$ cat src/rtl/wdog_pkg.sv
package wdog_pkg;
    localparam int CTRL_W        = 8;
    localparam int MULT_W        = 5;
    localparam int CODE_W        = 2;
    localparam int STEP_LOG2     = 2;
    localparam int NUM_CODES     = 1 << CODE_W;
    localparam int SUB_W         = STEP_LOG2 * (NUM_CODES - 1);
    localparam int PULSE_TICKS   = 2;
    localparam int SYNC_STAGES   = 2;

    typedef enum logic [1:0] {
        WD_IDLE      = 2'd0,
        WD_ARMED     = 2'd1,
        WD_IRQ_HOLD  = 2'd2,
        WD_RST_PULSE = 2'd3
    } wd_state_e;

    typedef struct packed {
        logic              steer;
        logic [MULT_W-1:0] mult;
        logic [CODE_W-1:0] code;
    } wd_ctrl_t;
endpackage

$ cat src/rtl/wdog_kick_sync.sv
module wdog_kick_sync #(
    parameter int STAGES = wdog_pkg::SYNC_STAGES
) (
    input  logic clk,
    input  logic rst_n,
    input  logic kick,
    output logic kick_edge
);
    logic [STAGES:0] sync_q;

    generate
        for (genvar i = 0; i <= STAGES; i++) begin : g_stage
            if (i == 0) begin : g_first
                always_ff @(posedge clk or negedge rst_n) begin
                    if (!rst_n) sync_q[0] <= 1'b0;
                    else        sync_q[0] <= kick;
                end
            end else begin : g_next
                always_ff @(posedge clk or negedge rst_n) begin
                    if (!rst_n) sync_q[i] <= 1'b0;
                    else        sync_q[i] <= sync_q[i-1];
                end
            end
        end
    endgenerate

    assign kick_edge = sync_q[STAGES] ^ sync_q[STAGES-1];
endmodule

$ cat src/rtl/wdog_countdown.sv
module wdog_countdown
    import wdog_pkg::*;
(
    input  logic              clk,
    input  logic              rst_n,
    input  logic              run,
    input  logic              restart,
    input  logic              tick,
    input  logic [MULT_W-1:0] load_mult,
    input  logic [CODE_W-1:0] load_code,
    output logic              expire
);
    logic [SUB_W-1:0]  sub_q;
    logic [MULT_W-1:0] left_q;
    logic [CODE_W-1:0] code_q;
    logic [SUB_W-1:0]  sub_last;
    logic              step_done;

    always_comb begin
        sub_last = '0;
        for (int c = 0; c < NUM_CODES; c++) begin
            if (code_q == CODE_W'(c))
                sub_last = SUB_W'((64'd1 << (STEP_LOG2 * c)) - 64'd1);
        end
    end

    assign step_done = run && tick && (sub_q == sub_last);
    assign expire    = step_done && !restart && (left_q == MULT_W'(1));

    always_ff @(posedge clk or negedge rst_n) begin
        if (!rst_n) begin
            sub_q  <= '0;
            left_q <= '0;
            code_q <= '0;
        end else if (restart) begin
            sub_q  <= '0;
            left_q <= load_mult;
            code_q <= load_code;
        end else if (run && tick) begin
            if (sub_q == sub_last) begin
                sub_q <= '0;
                if (left_q != '0) left_q <= left_q - MULT_W'(1);
            end else begin
                sub_q <= sub_q + SUB_W'(1);
            end
        end
    end
endmodule

$ cat src/rtl/wdog_fsm.sv
module wdog_fsm
    import wdog_pkg::*;
#(
    parameter int PULSE_LEN = PULSE_TICKS
) (
    input  logic      clk,
    input  logic      rst_n,
    input  logic      tick,
    input  logic      expire,
    input  logic      steer,
    input  logic      ctrl_on,
    input  logic      wr_en,
    input  logic      wr_zero,
    input  logic      wr_mult_zero,
    input  logic      pwr_fail,
    input  logic      flag_rd,
    output wd_state_e state,
    output logic      clear_ctrl,
    output logic      irq_wd,
    output logic      rst_drv_n,
    output logic      wdf,
    output logic      ft_clr
);
    localparam int PCW = $clog2(PULSE_LEN + 1);

    wd_state_e      state_q, state_d;
    logic [PCW-1:0] pulse_q;
    logic           fire;
    logic           pulse_end;

    assign fire      = (state_q == WD_ARMED) && expire && !pwr_fail;
    assign pulse_end = tick && (pulse_q == PCW'(PULSE_LEN - 1));

    always_comb begin
        state_d = state_q;
        unique case (state_q)
            WD_IDLE: begin
                if (!pwr_fail && ctrl_on) state_d = WD_ARMED;
            end
            WD_ARMED: begin
                if (pwr_fail)                   state_d = WD_IDLE;
                else if (wr_en && wr_mult_zero) state_d = WD_IDLE;
                else if (expire)                state_d = steer ? WD_RST_PULSE : WD_IRQ_HOLD;
            end
            WD_IRQ_HOLD: begin
                if (pwr_fail || (wr_en && wr_zero)) state_d = WD_IDLE;
            end
            WD_RST_PULSE: begin
                if (pwr_fail || pulse_end) state_d = WD_IDLE;
            end
            default: state_d = WD_IDLE;
        endcase
    end

    always_ff @(posedge clk or negedge rst_n) begin
        if (!rst_n) state_q <= WD_IDLE;
        else        state_q <= state_d;
    end

    always_ff @(posedge clk or negedge rst_n) begin
        if (!rst_n) begin
            pulse_q <= '0;
            wdf     <= 1'b0;
            ft_clr  <= 1'b0;
        end else begin
            if (state_q != WD_RST_PULSE) pulse_q <= '0;
            else if (tick)               pulse_q <= pulse_q + PCW'(1);
            if (fire)         wdf <= 1'b1;
            else if (flag_rd) wdf <= 1'b0;
            ft_clr <= fire && steer;
        end
    end

    always_comb begin
        state      = state_q;
        irq_wd     = (state_q == WD_IRQ_HOLD);
        rst_drv_n  = (state_q != WD_RST_PULSE);
        clear_ctrl = fire && steer;
    end
endmodule

$ cat src/rtl/wdog_steer_top.sv
module wdog_steer_top
    import wdog_pkg::*;
(
    input  logic       clk,
    input  logic       rst_n,
    input  logic       tick,
    input  logic       wr_en,
    input  logic [7:0] wr_data,
    output logic [7:0] rd_data,
    input  logic       flag_rd,
    input  logic       kick,
    input  logic       pwr_fail,
    input  logic       ft_en,
    input  logic       ft_wave,
    output logic       irq_ft,
    output logic       rst_out_n,
    output logic       wdf,
    output logic       ft_clr
);
    wd_ctrl_t  ctrl_q;
    wd_ctrl_t  wr_ctrl;
    wd_ctrl_t  load_ctrl;
    wd_state_e wd_state;
    logic      kick_edge;
    logic      expire;
    logic      restart;
    logic      clear_ctrl;
    logic      irq_wd;

    assign wr_ctrl   = wd_ctrl_t'(wr_data);
    assign load_ctrl = wr_en ? wr_ctrl : ctrl_q;
    assign restart   = wr_en || kick_edge || (wd_state != WD_ARMED);

    always_ff @(posedge clk or negedge rst_n) begin
        if (!rst_n)          ctrl_q <= '0;
        else if (pwr_fail)   ctrl_q <= '0;
        else if (clear_ctrl) ctrl_q <= '0;
        else if (wr_en)      ctrl_q <= wr_ctrl;
    end

    wdog_kick_sync #(.STAGES(SYNC_STAGES)) u_sync (
        .clk       (clk),
        .rst_n     (rst_n),
        .kick      (kick),
        .kick_edge (kick_edge)
    );

    wdog_countdown u_cnt (
        .clk       (clk),
        .rst_n     (rst_n),
        .run       (wd_state == WD_ARMED),
        .restart   (restart),
        .tick      (tick),
        .load_mult (load_ctrl.mult),
        .load_code (load_ctrl.code),
        .expire    (expire)
    );

    wdog_fsm #(.PULSE_LEN(PULSE_TICKS)) u_fsm (
        .clk          (clk),
        .rst_n        (rst_n),
        .tick         (tick),
        .expire       (expire),
        .steer        (ctrl_q.steer),
        .ctrl_on      (ctrl_q.mult != '0),
        .wr_en        (wr_en),
        .wr_zero      (wr_data == 8'h00),
        .wr_mult_zero (wr_ctrl.mult == '0),
        .pwr_fail     (pwr_fail),
        .flag_rd      (flag_rd),
        .state        (wd_state),
        .clear_ctrl   (clear_ctrl),
        .irq_wd       (irq_wd),
        .rst_drv_n    (rst_out_n),
        .wdf          (wdf),
        .ft_clr       (ft_clr)
    );

    assign rd_data = ctrl_q;
    assign irq_ft  = irq_wd || (ft_en && ft_wave);
endmodule

$ cat config.mk
export PLATFORM = sky130hd
export DESIGN_NAME = wdog_steer_top
export DESIGN_NICKNAME = d
export VERILOG_FILES = /design/src/rtl/wdog_pkg.sv /design/src/rtl/wdog_kick_sync.sv /design/src/rtl/wdog_countdown.sv /design/src/rtl/wdog_fsm.sv /design/src/rtl/wdog_steer_top.sv
export SDC_FILE = /design/constraint.sdc
export NUM_CORES = 1
export LEC_CHECK = 0
export ABC_AREA = 1
export CORE_MARGIN = 5
export CORE_UTILIZATION = 47
export DETAILED_ROUTE_END_ITERATION = 12
export PLACE_DENSITY = 0.75
export SETUP_SLACK_MARGIN = 0.05
export SYNTH_ARGS = -nofsm -noshare
export SYNTH_HDL_FRONTEND = slang
export SYNTH_SLANG_ARGS = --single-unit
$ cat constraint.sdc
create_clock -name clk -period 1.5 [get_ports clk]
set_clock_uncertainty 0.2 [all_clocks]
set_input_delay 0.3 -clock clk [delete_from_list [all_inputs] [get_ports clk]]
set_output_delay 0.3 -clock clk [all_outputs]
set_load 0.01 [all_outputs]
### Word-level counts from Yosys, hierarchy flattened

Cells that the tools add are included.

* equality and inequality tests: 15
* reduce and logical (&&, ||, !) cells: 32
* muxes and demuxes: 25
* add/sub/neg operators: 3
* bitwise operators: 1

Operators with widths (count)
* 6-bit two-way mux: 5
* 8-bit two-way mux: 3
* 5-bit two-way mux: 4
* 2-bit two-way mux: 9
* 1-bit logical AND: 12
* 2-bit nonzero test: 5
* 5-bit nonzero test: 2
* 2-bit equality test (second input constant): 4
* 8-bit logical NOT: 1
* 2-bit by 1-bit != test with 1-bit output (second input constant): 4
* 2-bit case mux with 4 select lines: 1
* 6-bit by 1-bit adder with 6-bit output (second input constant): 1
* 2-bit by 1-bit equality test with 1-bit output (second input constant): 3
* 6-bit equality test: 1
* 5-bit by 1-bit equality test with 1-bit output (second input constant): 1
* 5-bit logical NOT: 1
* 1-bit logical OR: 5
* 5-bit by 1-bit subtractor with 5-bit output (second input constant): 1
* 4-bit by 2-bit != test with 1-bit output (second input constant): 1
* 4-bit AND reduction: 1
* 1-bit two-way mux: 3
* 3-bit AND reduction: 1
* 3-bit nonzero test: 1
* 2-bit by 1-bit adder with 2-bit output (second input constant): 1
* 4 further kinds: 5

* bits of input ports: 17
* flip-flop bits (word level): 30
* output and inout bits: 12

### Longest topological paths before layout

Gate-level depths: netlist of the first run.

* depth after elaboration: 13
* depth in mapped cells: 11
* depth with buffers taken out: 11

### By module

A second synthesis of the first run with hierarchy kept.

* cell total of the unflattened synthesis: 287
* area total of the unflattened synthesis: 1930.6 µm²

Modules (own cells, without submodules)
* wdog_countdown: times used 1, seq. area each 325.3 µm², cells an instance 141, area each 964.7 µm²
* wdog_steer_top: times used 1, seq. area each 200.2 µm², cells an instance 80, area each 490.5 µm²
* wdog_fsm: times used 1, seq. area each 150.1 µm², cells an instance 58, area each 381.6 µm²
* wdog_kick_sync: times used 1, seq. area each 75.1 µm², cells an instance 8, area each 93.8 µm²

### Least setup slack after synthesis of the first run

No wires, ideal clock.

* path type: reg-to-reg
* start: register u_cnt.left_q[1]
* end: register ctrl_q, in the netlist rd_data[6]
* clock period less this slack: 1.546 ns
* path buffers: 0
* required time: 1.174 ns
* arrival: 1.220 ns
* cell stages (with the launch flop): 10
* path slack: -0.046 ns
* cell sequence: dfrtp_1 inv_1 ha_1 inv_1 nor2_1 nand3_1 nor2_1 nand4_2 nand2_2 nor2_1

* cells in the longest elaborated chain, start to end: 7

RTL lines
* start, declared: line wdog_countdown.sv:14 `logic [MULT_W-1:0] left_q;`
* start signal, assigned: line wdog_countdown.sv:37 `left_q <= load_mult;`
* start signal, assigned: line wdog_countdown.sv:42 `if (left_q != '0) left_q <= left_q - MULT_W'(1);`
* 5-bit by 1-bit equality test with 1-bit output: line wdog_countdown.sv:28 `assign expire = step_done && !restart && (left_q == MULT_W'(1));`
* 1-bit logical AND: line wdog_countdown.sv:28
* 1-bit logical AND (2 in a row): line wdog_fsm.sv:31 `assign fire = (state_q == WD_ARMED) && expire && !pwr_fail;`
* 1-bit logical AND: line wdog_fsm.sv:78 `clear_ctrl = fire && steer;`
* 8-bit two-way mux: line wdog_steer_top.sv:37 `else if (clear_ctrl) ctrl_q <= '0;`
* 8-bit two-way mux: line wdog_steer_top.sv:36 `else if (pwr_fail) ctrl_q <= '0;`
* end signal, assigned: line wdog_steer_top.sv:38 `else if (wr_en) ctrl_q <= wr_ctrl;`
* end, declared: line wdog_steer_top.sv:20 `wd_ctrl_t ctrl_q;`

No other way between the ends.
A chain may end at the register's enable or synchronous reset.

### Worst setup path in the final report of the first run

* start: register u_cnt.code_q[1]
* end: register ctrl_q, in the netlist rd_data[1]

* cells in the longest elaborated chain, start to end: 13

RTL lines
* start, declared: line wdog_countdown.sv:15 `logic [CODE_W-1:0] code_q;`
* start signal, assigned: line wdog_countdown.sv:38 `code_q <= load_code;`
* 2-bit by 1-bit equality test with 1-bit output: line wdog_countdown.sv:22 `if (code_q == CODE_W'(c))`
* 2-bit two-way mux: line wdog_countdown.sv:22
* 6-bit two-way mux: line wdog_countdown.sv:22
* 6-bit two-way mux *: line wdog_countdown.sv:22
* 6-bit equality test *: line wdog_countdown.sv:27 `assign step_done = run && tick && (sub_q == sub_last);`
* 1-bit logical AND *: line wdog_countdown.sv:27
* 1-bit logical AND * (2 in a row): line wdog_countdown.sv:28
* 1-bit logical AND * (2 in a row): line wdog_fsm.sv:31
* 1-bit logical AND *: line wdog_fsm.sv:78
* 8-bit two-way mux *: line wdog_steer_top.sv:37
* 8-bit two-way mux *: line wdog_steer_top.sv:36

Mark *: on every way between the ends. The rest lies on a longest branch, timed or not.

==> flow_summary_export.csv, run 1 <==
group,metric,value,unit
floorplanning,initial_core_util,49.8,%
routing,firstDrtPassIters,4,
clock_tree,numCtsBuffers,5,
clock_tree,h-tree-depth,2,
flow_run,cap_viol_max_count,0,
cells_and_area,area_growth,57.8,%
sta,setup_violations,25,
sta,hold_viol_final,0,
routing,num_vias,1766,
min_path,hold_class,"in -> async",
synth,ys_types,31,
floorplanning,die-area,4920,sq um
cells_and_area,nFillCells,232,
synth,async_flop_share,100,%
power_and_ir_drop,power_density,954,nW/um^2
place,routabilityCongestion,0.856,
routing,viasPerCell,5.05,
synth,synth_area,1700,sq um
sta,tightest_slew,348,ps
worst_setup_path,crit_type,"reg -> reg",
routing,dr.max_layer_used,"met4",
worst_setup_path,startpoint_type,"flip-flop",
power_and_ir_drop,p_leak,0.00137,uW
synth,syn_area_per_cell,7.59,sq um
worst_setup_path,path_delay_family,"simple AND/OR/NAND/NOR gates",
global_route,grt_pass1_wl,7390,um
global_route,grt_max_degree,31,
cells_and_area,layout_commonest_cell,"buf_4",
cells_and_area,drive_gt1_share,42.4,%
global_route,grt_antenna_before_repair,0,
clock_tree,cts_hold_buf,0,
synth,seq_area_frac_synth,44.2,%
cells_and_area,multiInputGateArea,1020,sq um
routing,drc,0,
place,numPortBuffers,28,
clock_tree,clkSinkCount,30,
clock_tree,cts_tree,"built",
sta,finalWorstSetupSlack,-205,ps
power_and_ir_drop,vdd_drop_max,658,uV
worst_setup_path,crit_fanout,7,
clock_tree,path_clk_slew,90,ps
cells_and_area,fin_util,78.5,%
worst_setup_path,worstPathArrival,1720,ps
worst_setup_path,setup.worst_path.end_class,"flip-flop",
sta,maxSlewViolCount,0,
synth,synth_edf_count,0,
floorplanning,core-area,3420,sq um
worst_setup_path,crit_required,1510,ps
routing,drt_iter0_drc,114,
sta,layout_min_cycle_time,1700,ps
cells_and_area,ff_latch_area,752,sq um
worst_setup_path,cpPeakStageDelay,440,ps
clock_tree,root_buffer,"clkbuf_4",
outcome,violations,"negative setup slack",
cells_and_area,mostFrequentLayoutCells,"40 x buf_4, 32 x nand2_1, 29 x dfrtp_1",
global_route,grt_pass1_vias,1671,
floorplanning,ios,29,
routing,antenna_left,0,
routing,wl_per_cell,14.4,um
synth,synth_flop_cell,"dfrtp_1",
worst_setup_path,worst-path-buf-inv,1,
outcome,status,"complete, but fails checks",
clock_tree,clock_path_buffers,2,
clock_tree,clock_latency,340,ps
synth,synth_seq_cells,30,
cells_and_area,design_area,2680,sq um
floorplanning,core.rowCount,21,
floorplanning,die_w,70.2,um
place,placed_area,2290,sq um
sta,rsz0062_at_grt,"true",
cells_and_area,nets,326,
worst_setup_path,cp.depth,8,
routing,wl_met1,2050,um
place,dp_hpwl,3010,um
global_route,grt_overflow,0,
global_route,grtUsageTotal,18.9,%
worst_setup_path,slowest_stage,"dfrtp_1",
power_and_ir_drop,fin_total_pwr,2560,uW
synth,yosys_warnings,0,
sta,finalCritPeriodShare,114,%
routing,wl_met2,2620,um
routing,wirelength,5030,um
floorplanning,die_height,70.2,um
sta,slew-limit-headroom,76.1,%
sta,whs,120,ps
sta,fmax,587,MHz
cells_and_area,insertedDiodeCount,0,
worst_setup_path,path_cells,"inv_1 > nand3_1 > nand2_2 > nand3_4 > nor2_4 > nand4_4 > nand2_4 > nor2_1",
synth,netlist_instances,224,
routing,wl_met3,240,um
synth,syn_nets,246,
worst_setup_path,r2r_cells,8,
-- stage by stage --
stage          setup WS, ps  std cells  setup TNS, ps
2_1_floorplan          10.2        224              0
3_3_place_gp           -467        326         -10200
3_5_place_dp           -499        326         -11230
4_1_cts                -106        343          -1670
5_1_grt                -271        350          -5280
6_report               -205        350          -3390
-- worst reg2reg max path, delay by kind of cell (launching register included) --
kind	cells	cell delay, ps
simple gates	7	830
flops	1	440
buf+inv	1	110
-- state kept, by name, summed over array words and instances (netlist names) --
signal / flops
u_cnt.left_q: 5
u_sync.sync_q: 3
u_fsm.state: 2
u_fsm.pulse_q: 2
u_cnt.sub_q: 6
u_fsm.ft_clr: 1
u_cnt.code_q: 2
rd_data: 8
u_fsm.wdf: 1
-- final cells by class --
| type | instances | share of cell area (%) |
|---|---|---|
| Clock buffer | 7 | 1.68 |
| Inverter | 39 | 5.69 |
| Multi-Input combinational cell | 152 | 37.9 |
| Sequential cell | 30 | 28.0 |
| Tap cell | 46 | 2.15 |
| Timing Repair Buffer | 76 | 24.6 |
-- routing by layer --
layer	vias to the layer above	global-route usage, %
met5	-	0
met4	0	8.51
met3	13	5.02
met2	57	31.8
met1	831	22.4
li1	865	-
-- path summary, 6_finish.rpt --
| check | from | to | slack [ps] |
|---|---|---|---|
| hold reg to reg | u_sync.sync_q[0] | u_sync.sync_q[1] | 160 |
| setup / recovery | u_cnt.code_q[1] | rd_data[1] | -200 |
| hold / removal | rst_n | u_cnt.sub_q[4] | 120 |
| min in group clk | u_sync.sync_q[0] | u_sync.sync_q[1] | 160 |
| max in group asynchronous | rst_n | u_cnt.sub_q[1] | 800 |
| setup reg to reg | u_cnt.code_q[1] | rd_data[1] | -200 |
-- cell usage after synthesis (2+ instances only) --
master / number / area, sq um
nand2_1: 51 / 191
inv_1: 33 / 124
dfrtp_1: 30 / 751
nor2_1: 23 / 86.3
o21ai_0: 15 / 75.1
nand3_1: 13 / 65.1
o21ai_1: 7 / 35.0
a21oi_1: 6 / 30.0
ha_1: 5 / 62.6
nor3_1: 5 / 25.0
inv_2: 3 / 11.3
nand2_2: 3 / 18.8
xor2_1: 3 / 26.3
buf_2: 2 / 10.0
buf_4: 2 / 15.0
clkinv_1: 2 / 7.51
mux2i_1: 2 / 20.0
nor2_2: 2 / 12.5
o21a_1: 2 / 15.0
o22ai_1: 2 / 12.5
or2_2: 2 / 12.5
xnor2_1: 2 / 17.5
-- where the power goes --
part / total (uW) / internal (uW) / switching (uW)
Combinational: 1170 / 543 / 622
Sequential: 951 / 889 / 62.2
Clock: 441 / 176 / 265
-- what timing repair did --
action                     in CTS  in global routing
gates cloned                    1                  1
buffers inserted                9                  6
setup endpoints to repair      35                 29
resized for setup              68                 55
pin swaps                      17                 26
-- kinds of logic (layout without fill, tap and decap cells) --
| group | after synthesis | count (layout) | synth area share (%) |
|---|---|---|---|
| xor+xnor | 5 | 5 | 2.58 |
| mux | 2 | 2 | 1.18 |
| flops | 30 | 30 | 44.2 |
| compound gates | 33 | 33 | 10.2 |
| fa+ha+maj | 5 | 5 | 3.68 |
| simple gates | 106 | 107 | 28.0 |
| buf+inv | 43 | 122 | 10.2 |
(Power assumes the default switching activity.)
==> inputs of run 2 (changes only) <==
- CORE_ASPECT_RATIO: default -> 0.8
==> flow_summary_export.csv, run 2 (synthesized netlist as in run 1, its figures left out) <==
group,metric,value,unit
clock_tree,cts_tree,"built",
min_path,hold_class,"reg -> reg",
sta,slew-limit-headroom,75.7,%
global_route,grt_pass1_wl,7850,um
worst_setup_path,worstPathArrival,1680,ps
worst_setup_path,setup.worst_path.end_class,"flip-flop",
power_and_ir_drop,sw_frac_of_total,36.0,%
routing,wl_per_cell,15.0,um
global_route,grt_pass1_vias,1725,
sta,tightest_slew,361,ps
cells_and_area,drive_gt1_share,43.1,%
place,routabilityCongestion,0.827,
clock_tree,path_clk_slew,70,ps
worst_setup_path,path_delay_family,"simple AND/OR/NAND/NOR gates",
power_and_ir_drop,p_clk_share,25.0,%
power_and_ir_drop,p_seq_share,35.5,%
cells_and_area,layout_commonest_cell,"buf_4",
floorplanning,die_w,77.2,um
worst_setup_path,cpPeakStageDelay,470,ps
global_route,grt_overflow,0,
clock_tree,cts_hold_buf,0,
routing,drc,0,
floorplanning,initial_core_util,49.0,%
power_and_ir_drop,power_density,998,nW/um^2
sta,hold_viol_final,0,
floorplanning,core.rowCount,19,
routing,firstDrtPassIters,4,
cells_and_area,design_area,2730,sq um
worst_setup_path,r2r_cells,8,
sta,finalWorstSetupSlack,-210,ps
routing,antenna_left,0,
worst_setup_path,slowest_stage,"dfrtp_2",
routing,viasPerCell,5.15,
sta,rsz0062_at_grt,"true",
outcome,status,"complete, but fails checks",
clock_tree,clock_latency,300,ps
floorplanning,ios,29,
global_route,grt_max_degree,31,
worst_setup_path,rr_startpoint,"u_cnt.code_q[1]",
power_and_ir_drop,power_frac_comb,39.6,%
worst_setup_path,crit_top_cell,"nor2_1",
global_route,grtUsageTotal,19.9,%
place,dp_hpwl,3220,um
routing,num_vias,1781,
sta,fmax,585,MHz
floorplanning,die-area,4930,sq um
place,numPortBuffers,28,
cells_and_area,nets,325,
place,placed_area,2330,sq um
sta,layout_min_cycle_time,1710,ps
outcome,violations,"negative setup slack",
floorplanning,die_height,63.8,um
worst_setup_path,worst-path-buf-inv,0,
power_and_ir_drop,p_leak,0.00138,uW
sta,maxSlewViolCount,0,
worst_setup_path,path_cells,"nor2_1 > nand2_1 > nand2_2 > nand3_4 > nor2_4 > nand4_4 > nand2_4 > nor2_1",
cells_and_area,largest_reg_flops,8,
worst_setup_path,cp-endpoint,"rd_data[0]",
worst_setup_path,crit_required,1470,ps
cells_and_area,area_growth,60.7,%
worst_setup_path,crit_type,"reg -> reg",
clock_tree,numCtsBuffers,5,
routing,wirelength,5180,um
power_and_ir_drop,p_sw,982,uW
worst_setup_path,startpoint_type,"flip-flop",
sta,whs,151,ps
cells_and_area,insertedDiodeCount,0,
worst_setup_path,startpoint,"u_cnt.code_q[1]",
sta,finalCritPeriodShare,114,%
flow_run,cap_viol_max_count,0,
clock_tree,clkSinkCount,30,
cells_and_area,mostFrequentLayoutCells,"40 x buf_4, 34 x nand2_1, 28 x dfrtp_1",
power_and_ir_drop,intPower,1740,uW
global_route,grt_antenna_before_repair,0,
floorplanning,core-area,3470,sq um
clock_tree,h-tree-depth,2,
cells_and_area,nFillCells,220,
worst_setup_path,r2r_slack,-210,ps
clock_tree,root_buffer,"clkbuf_8",
clock_tree,clock_path_buffers,2,
worst_setup_path,cp.depth,8,
power_and_ir_drop,vdd_drop_max,743,uV
routing,drt_iter0_drc,96,
sta,setup_violations,24,
worst_setup_path,reg2reg_to,"rd_data[0]",
worst_setup_path,crit_fanout,7,
[run 2: cell count changes in the layout (fill, tap and decap cells not counted), sizes merged]
| cell | previous run | this run |
|---|---|---|
| clkinv | 2 | 4 |
| clkdlybuf4s15 | 1 | 5 |
| inv | 37 | 36 |
| clkdlybuf4s50 | 15 | 12 |
| buf | 58 | 49 |
| dlygate4sd2 | 1 | 5 |
| clkbuf | 8 | 11 |
[run 2: timing repair]
action | 4_1_cts | 5_1_grt
buffers inserted | 5 | 3
resized for setup | 63 | 55
setup endpoints to repair | 37 | 33
pin swaps | 31 | 18
cloned | 1 | 0
[run 2: cell type report]
cell class | instances | area (sq um) | area share [%]
Timing Repair Buffer | 75 | 638 | 23.4
Tap cell | 42 | 52.6 | 1.92
Clock inverter | 1 | 5.00 | 0.183
Multi-Input combinational cell | 152 | 1040 | 38.1
Clock buffer | 7 | 86.3 | 3.16
Inverter | 39 | 155 | 5.68
Sequential cell | 30 | 753 | 27.6
[run 2: stage by stage]
stage	setup TNS (ps)	std cells	total power [uW]	setup WS (ps)	util [%]
2_1_floorplan	0	224	1410	10.2	-
3_3_place_gp	-9170	329	1740	-443	67.1
3_5_place_dp	-9860	329	1770	-490	67.1
4_1_cts	-1840	343	2550	-140	73.9
5_1_grt	-5090	346	2900	-293	78.7
6_report	-3300	346	2730	-210	78.7
[run 2: how the worst min path moves through the flow]
stage / depth (start not counted) / slack (ps) / to / from
6_report: 0 / 150 / u_sync.sync_q[1] / u_sync.sync_q[0]
5_1_grt: 0 / 180 / u_sync.sync_q[1] / u_sync.sync_q[0]
4_1_cts: 0 / 150 / u_sync.sync_q[1] / u_sync.sync_q[0]
3_5_place_dp: 0 / 140 / u_sync.sync_q[1] / u_sync.sync_q[0]
3_3_place_gp: 0 / 130 / u_sync.sync_q[1] / u_sync.sync_q[0]
2_1_floorplan: 0 / -200 / rd_data[0] / rst_n
[run 2: per-layer routing]
| metal | GRT usage, % | wire length, um | part of all wire (%) |
|---|---|---|---|
| met2 | 31.5 | 2520 | 49 |
| met1 | 26.2 | 2270 | 44 |
| met3 | 4.78 | 255 | 4.9 |
| met4 | 8.37 | 134 | 2.6 |
| met5 | 0 | 0 | 0 |
[run 2: power by group through the flow]
stage,Sequential [uW],Combinational [uW],Clock (uW)
after floorplan,969,445,0
after global placement,965,773,0
after detailed placement,968,799,0
after CTS,957,921,672
after global routing,981,1180,735
final,967,1080,680
[run 2: worst reg2reg max path: stages (launching register included)]
cell and delay [ps]:
dfrtp_2 470, nor2_1 140, nand2_1 80, nand2_2 100, nand3_4 90, nor2_4 160
nand4_4 130, nand2_4 150, nor2_1 50
